--- config.mk ---
export PLATFORM = sky130hd
export DESIGN_NAME = disp_bcd_top
export DESIGN_NICKNAME = d
export VERILOG_FILES = /design/src/rtl/disp_pkg.sv /design/src/rtl/disp_src_mux.sv /design/src/rtl/dd_stage.sv /design/src/rtl/bcd_dd_conv.sv /design/src/rtl/disp_bcd_top.sv
export SDC_FILE = /design/constraint.sdc
export NUM_CORES = 1
export LEC_CHECK = 0
export ABC_AREA = 1
export BUFFER_PORTS_ARGS = -buffer_cell sky130_fd_sc_hd__buf_4
export CORE_MARGIN = 5
export CORE_UTILIZATION = 55
export DETAILED_ROUTE_END_ITERATION = 16
export GPL_ROUTABILITY_DRIVEN = 0
export GPL_TIMING_DRIVEN = 0
export PLACE_DENSITY = 0.78
export SETUP_SLACK_MARGIN = 0.4
export SLEW_MARGIN = 20
export SYNTH_ARGS = -nofsm -noshare
export SYNTH_HDL_FRONTEND = slang
export SYNTH_HIERARCHICAL = 1
export SYNTH_SLANG_ARGS = --single-unit
--- constraint.sdc ---
create_clock -name vclk -period 5.4
set_input_delay 0.81 -clock vclk [all_inputs]
set_output_delay 0.81 -clock vclk [all_outputs]
set_load 0.1 [all_outputs]
--- src/rtl/disp_pkg.sv ---
package disp_pkg;
  typedef enum logic [1:0] {
    SRC_OPA    = 2'b00,
    SRC_OPB    = 2'b01,
    SRC_OPCODE = 2'b10,
    SRC_RESULT = 2'b11
  } disp_src_e;

  localparam int DIGIT_W = 4;
endpackage

--- src/rtl/disp_src_mux.sv ---
module disp_src_mux #(
  parameter int OPW  = 4,
  parameter int OCW  = 3,
  parameter int RESW = 8
) (
  input  logic [1:0]      sel,
  input  logic [OPW-1:0]  opa,
  input  logic [OPW-1:0]  opb,
  input  logic [OCW-1:0]  opcode,
  input  logic [RESW-1:0] result,
  output logic [RESW-1:0] val
);
  import disp_pkg::*;

  localparam int PAD_OP = RESW - OPW;
  localparam int PAD_OC = RESW - OCW;

  logic [RESW-1:0] ext_a, ext_b, ext_oc;

  assign ext_a  = {{PAD_OP{1'b0}}, opa};
  assign ext_b  = {{PAD_OP{1'b0}}, opb};
  assign ext_oc = {{PAD_OC{1'b0}}, opcode};

  always_comb begin
    unique case (disp_src_e'(sel))
      SRC_OPA:    val = ext_a;
      SRC_OPB:    val = ext_b;
      SRC_OPCODE: val = ext_oc;
      default:    val = result;
    endcase
  end

  always_comb begin

    operand_pad_chk: assert (sel[1] || (val >> OPW) == '0)
      else $error("operand source carries nonzero upper bits");

    opcode_pad_chk: assert (sel != 2'b10 || (val >> OCW) == '0)
      else $error("opcode source carries nonzero upper bits");
  end
endmodule

--- src/rtl/dd_stage.sv ---
module dd_stage #(
  parameter int DIGS = 3
) (
  input  logic [DIGS*disp_pkg::DIGIT_W-1:0] bcd_in,
  input  logic                              bit_in,
  output logic [DIGS*disp_pkg::DIGIT_W-1:0] bcd_out
);
  import disp_pkg::*;

  localparam int DW = DIGS * DIGIT_W;

  logic [DW-1:0] adj;

  for (genvar d = 0; d < DIGS; d++) begin : g_dig
    logic [DIGIT_W-1:0] dig;
    assign dig = bcd_in[d*DIGIT_W +: DIGIT_W];
    assign adj[d*DIGIT_W +: DIGIT_W] = (dig >= 4'd5) ? dig + 4'd3 : dig;

    always_comb begin

      stage_digit_chk: assert (dig <= 4'd9)
        else $error("intermediate digit above nine");
    end
  end

  assign bcd_out = {adj[DW-2:0], bit_in};
endmodule

--- src/rtl/bcd_dd_conv.sv ---
module bcd_dd_conv #(
  parameter int BINW  = 8,
  parameter int DIGS  = 3,
  parameter int HUNDW = 3
) (
  input  logic [BINW-1:0]               bin,
  output logic [disp_pkg::DIGIT_W-1:0]  ones,
  output logic [disp_pkg::DIGIT_W-1:0]  tens,
  output logic [HUNDW-1:0]              hund
);
  import disp_pkg::*;

  localparam int DW = DIGS * DIGIT_W;

  logic [DW-1:0] chain [0:BINW];
  logic [DIGIT_W-1:0] hund_full;

  assign chain[0] = '0;

  for (genvar s = 0; s < BINW; s++) begin : g_stage
    dd_stage #(.DIGS(DIGS)) u_stage (
      .bcd_in (chain[s]),
      .bit_in (bin[BINW-1-s]),
      .bcd_out(chain[s+1])
    );
  end

  assign ones      = chain[BINW][0 +: DIGIT_W];
  assign tens      = chain[BINW][DIGIT_W +: DIGIT_W];
  assign hund_full = chain[BINW][2*DIGIT_W +: DIGIT_W];
  assign hund      = hund_full[HUNDW-1:0];

  always_comb begin

    hund_cap_chk: assert (hund_full[DIGIT_W-1:HUNDW-1] == '0)
      else $error("hundreds digit wider than supported");

    bcd_value_chk: assert (int'(hund_full) * 100 + int'(tens) * 10 + int'(ones) == int'(bin))
      else $error("digits do not recompose to input");

    out_digit_chk: assert (ones <= 4'd9 && tens <= 4'd9)
      else $error("output digit above nine");
  end
endmodule

--- src/rtl/disp_bcd_top.sv ---
module disp_bcd_top #(
  parameter int OPW  = 4,
  parameter int OCW  = 3,
  parameter int RESW = 8,
  parameter int OUTW = 11
) (
  input  logic [1:0]      sel,
  input  logic [OPW-1:0]  opa,
  input  logic [OPW-1:0]  opb,
  input  logic [OCW-1:0]  opcode,
  input  logic [RESW-1:0] result,
  input  logic            bypass,
  output logic [OUTW-1:0] disp_out
);
  import disp_pkg::*;

  localparam int HUNDW = OUTW - 2 * DIGIT_W;
  localparam int DIGS  = 3;

  logic [RESW-1:0]    val;
  logic [DIGIT_W-1:0] ones, tens;
  logic [HUNDW-1:0]   hund;

  disp_src_mux #(.OPW(OPW), .OCW(OCW), .RESW(RESW)) u_mux (
    .sel   (sel),
    .opa   (opa),
    .opb   (opb),
    .opcode(opcode),
    .result(result),
    .val   (val)
  );

  bcd_dd_conv #(.BINW(RESW), .DIGS(DIGS), .HUNDW(HUNDW)) u_conv (
    .bin (val),
    .ones(ones),
    .tens(tens),
    .hund(hund)
  );

  assign disp_out = bypass ? {{(OUTW-RESW){1'b0}}, val} : {hund, tens, ones};

  always_comb begin

    bypass_hi_chk: assert (!bypass || disp_out[OUTW-1:RESW] == '0)
      else $error("bypass output has nonzero upper bits");

    hund_top_chk: assert (bypass || !disp_out[OUTW-1])
      else $error("hundreds top bit set");
  end
endmodule

==> results of run 1 <==
[per-layer routing]
metal | track usage (%) | wire length, um | vias to the layer above
met5 | 0 | 0 | -
met2 | 42.0 | 4880 | 159
met4 | 6.37 | 475 | 0
met1 | 26.3 | 3780 | 1764
li1 | - | - | 1959
met3 | 2.76 | 499 | 47
[timing repair]
action / in CTS / in global routing
endpoints found under the setup margin: 9 / 9
setup buffers: 26 / 12
pin swaps: 51 / 32
gates resized for setup: 76 / 19
[stage by stage]
step | TNS (ns) | worst slack (ns) | instances
final | -4.52 | -0.689 | 754
after global routing | -5.49 | -0.762 | 754
after CTS | -1.34 | -0.206 | 742
after detailed placement | -5.11 | -0.764 | 716
after global placement | -4.46 | -0.662 | 716
after floorplan | -0.303 | -0.123 | 613
[final cells by class]
cell class | instances | share of cell area, %
tap | 72 | 1.94
timing repair buffer | 69 | 14.2
multi-input combinational | 488 | 71.8
inverter | 114 | 9.48
buffer | 11 | 2.56
[path summary, 6_finish.rpt]
check               from     endpoint  slack [ns]  cells past startpoint
hold / removal    bypass  disp_out[0]        2.08                      4
setup / recovery  sel[0]  disp_out[6]       -0.69                     38
[critical path, delay by kind of cell]
kind | cells | cell delay, ns
and+or+nand+nor | 20 | 1.98
buffers and inverters | 11 | 1.13
AOI/OAI and AO/OA | 4 | 0.83
adders and majority gates | 3 | 0.50
==> flow_summary_export.csv, run 1 <==
group,metric,value,unit
hold_path,hold_path.class,"in -> out",
routing,dr.pass1.iters,5,
die,ioPinCount,33,
synthesis,synthCells,576,
final_layout,ff_latch_area,0,um^2
final_layout,clockBufferCount,0,
synthesis,avgSynthCellArea,5.59,um^2
sta,slew_headroom,-14.5,%
sta,hold_viol,0,
final_layout,final_util,82.9,%
flow_run,maxCapViolations,0,
sta,hold_ws,2.08,ns
global_route,antenna_found_initial,0,
final_layout,num_antenna_cells,0,
outcome,status,"finished with violations",
final_layout,syn_to_final_growth,44.3,%
routing,drtAntennaViolNets,0,
worst_setup_path,worstSetupPathType,"in -> out",
worst_setup_path,cp-start-kind,"input pin",
final_layout,seq_cells,0,
final_layout,layout_common_cells,"nand2_1, inv_1, buf_4",
final_layout,final_nets,754,
worst_setup_path,critical_path.slowest_cell,"o21ai_4",
global_route,grt_overflow_total,0,
sta,setup_ws,-0.689,ns
routing,drt_iter0_drc,236,
global_route,grt_pass1_wl,14.7,mm
final_layout,multi_input_area,3340,um^2
routing,wl,9.64,mm
global_route,grt.total_usage,22.4,%
worst_setup_path,arrival,5.28,ns
worst_setup_path,required,4.59,ns
sta,setup_viol_count_final,9,
sta,maxSlewViolCount,1,
final_layout,fillers,345,
final_layout,layout-drive-gt1-share,36.4,%
worst_setup_path,crit_top_cell,"nor2_4",
synthesis,netlist_area,3220,um^2
placed_design,io_buffers,31,
die,die_x,86.5,um
die,dieHeight,86.5,um
routing,routedWlPerCell,12.8,um
cts,postCtsHoldBufs,0,
die,start_util,57.4,%
worst_setup_path,crit_path_max_fanout,5,
outcome,violations,"slew limit, setup timing",
global_route,grt_pass1_vias,3637,
routing,vias,3929,
die,placeableCoreArea,5610,um^2
sta,period_share,113,%
synthesis,ys_warn_count,6,
worst_setup_path,cp-end-kind,"output pin",
routing,routed_via_density,5.21,
final_layout,finalInstanceArea,4650,um^2
die,die-area,7490,um^2
worst_setup_path,slowest_delay,0.25,ns
sta,fmax,164,MHz
sta,rsz0062_at_grt,"true",
sta,min_period,6.09,ns
routing,drc,0,
placed_design,dpl_cell_area,3970,um^2
die,std_cell_rows,27,
final_layout,final_common_cell,"nand2_1",
sta,worst-slew-pin-transition,1.71,ns
global_route,grt_max_degree,11,
placed_design,place_hpwl,5.54,mm
Power of run 1 is not shown: default switching activity piles up to over one toggle a cycle in this logic, so the estimate is an artifact.
==> run 2: changes to the inputs <==
--- a/config.mk
+++ b/config.mk
@@ -14,6 +14,7 @@
 export GPL_TIMING_DRIVEN = 0
 export PLACE_DENSITY = 0.78
 export SETUP_SLACK_MARGIN = 0.4
+export SKIP_LAST_GASP = 1
 export SLEW_MARGIN = 20
 export SYNTH_ARGS = -nofsm -noshare
 export SYNTH_HDL_FRONTEND = slang
==> flow_summary_export.csv, run 2 (same netlist as run 1, synthesis figures left out) <==
group,metric,value,unit
outcome,status,"finished with violations",
outcome,violations,"slew limit, setup timing",
sta,slew_headroom,-14.5,%
routing,routed_via_density,5.19,
final_layout,final_nets,756,
sta,maxSlewViolCount,1,
final_layout,multi_input_area,3340,um^2
sta,hold_viol,0,
worst_setup_path,cp-start-kind,"input pin",
worst_setup_path,arrival,5.22,ns
placed_design,place_hpwl,5.54,mm
worst_setup_path,startpoint,"sel[0]",
routing,routedWlPerCell,13.4,um
final_layout,fillers,352,
hold_path,hold_path.class,"in -> out",
die,ioPinCount,33,
final_layout,num_antenna_cells,0,
sta,setup_ws,-0.632,ns
routing,wl,10.1,mm
global_route,grt_max_degree,11,
die,std_cell_rows,27,
final_layout,final_common_cell,"nand2_1",
routing,drc,0,
routing,vias,3926,
sta,rsz0062_at_grt,"true",
die,die-area,7490,um^2
worst_setup_path,crit_path_max_fanout,4,
final_layout,ff_latch_area,0,um^2
sta,worst-slew-pin-transition,1.71,ns
final_layout,seq_cells,0,
cts,postCtsHoldBufs,0,
sta,fmax,166,MHz
worst_setup_path,crit_top_cell,"nand2_4",
global_route,grt_overflow_total,0,
final_layout,layout-drive-gt1-share,36.4,%
sta,period_share,112,%
routing,drt_iter0_drc,242,
global_route,grt_pass1_wl,14.6,mm
worst_setup_path,required,4.59,ns
final_layout,syn_to_final_growth,44.7,%
routing,dr.pass1.iters,4,
worst_setup_path,worstSetupPathType,"in -> out",
flow_run,maxCapViolations,0,
die,die_x,86.5,um
worst_setup_path,critical_path.slowest_cell,"nor2_4",
hold_path,hp-start,"bypass",
routing,drtAntennaViolNets,0,
die,placeableCoreArea,5610,um^2
final_layout,clockBufferCount,0,
sta,min_period,6.03,ns
sta,setup_viol_count_final,9,
global_route,grt.total_usage,22.4,%
die,start_util,57.4,%
final_layout,final_util,83.1,%
final_layout,layout_common_cells,"nand2_1, inv_1, buf_4",
worst_setup_path,slowest_delay,0.19,ns
die,dieHeight,86.5,um
placed_design,io_buffers,31,
global_route,antenna_found_initial,0,
global_route,grt_pass1_vias,3638,
worst_setup_path,cp-end-kind,"output pin",
[run 2: cell count changes in the layout (fill, tap and decap cells not counted), sizes merged]
cell	change
buf	+2
[run 2: layout make-up]
class	count	share of cell area [%]
Multi-Input combinational cell	488	71.6
Timing Repair Buffer	71	14.4
Inverter	114	9.45
Buffer	11	2.55
Tap cell	72	1.93
[run 2: final timing paths]
path / to / depth (start not counted)
max: disp_out[7] / 42
min: disp_out[0] / 4
[run 2: per-stage QoR]
stage	area [um^2]	setup WS (ns)	hold WS [ns]	instances	TNS, ns
2_1_floorplan	3640	-0.123	1.86	613	-0.303
3_3_place_gp	3970	-0.662	2.06	716	-4.46
3_5_place_dp	3970	-0.764	2.06	716	-5.11
4_1_cts	4500	-0.206	2.07	742	-1.34
5_1_grt	4660	-0.785	2.11	756	-6.01
6_report	4660	-0.632	2.08	756	-4.47
[run 2: what timing repair did]
item | in CTS | in global routing
endpoints found under the setup margin | 9 | 9
resized for setup | 74 | 19
pin swaps | 51 | 31
cloned | 0 | 0
setup buffers | 26 | 14
[run 2: metal layers]
layer	track usage, %	wire [um]
met1	26.3	4020
met2	41.9	5140
met3	2.76	525
met4	6.37	405
met5	0	0
[run 2: critical path: cells and delay by family]
kind | cells | cell delay [ns]
AND/OR/NAND/NOR | 26 | 2.53
buffers and inverters | 10 | 0.90
adder cells (fa/ha/maj) | 5 | 0.83
AO/OA/AOI/OAI | 1 | 0.14
Power of run 2 is left out for the same reason.
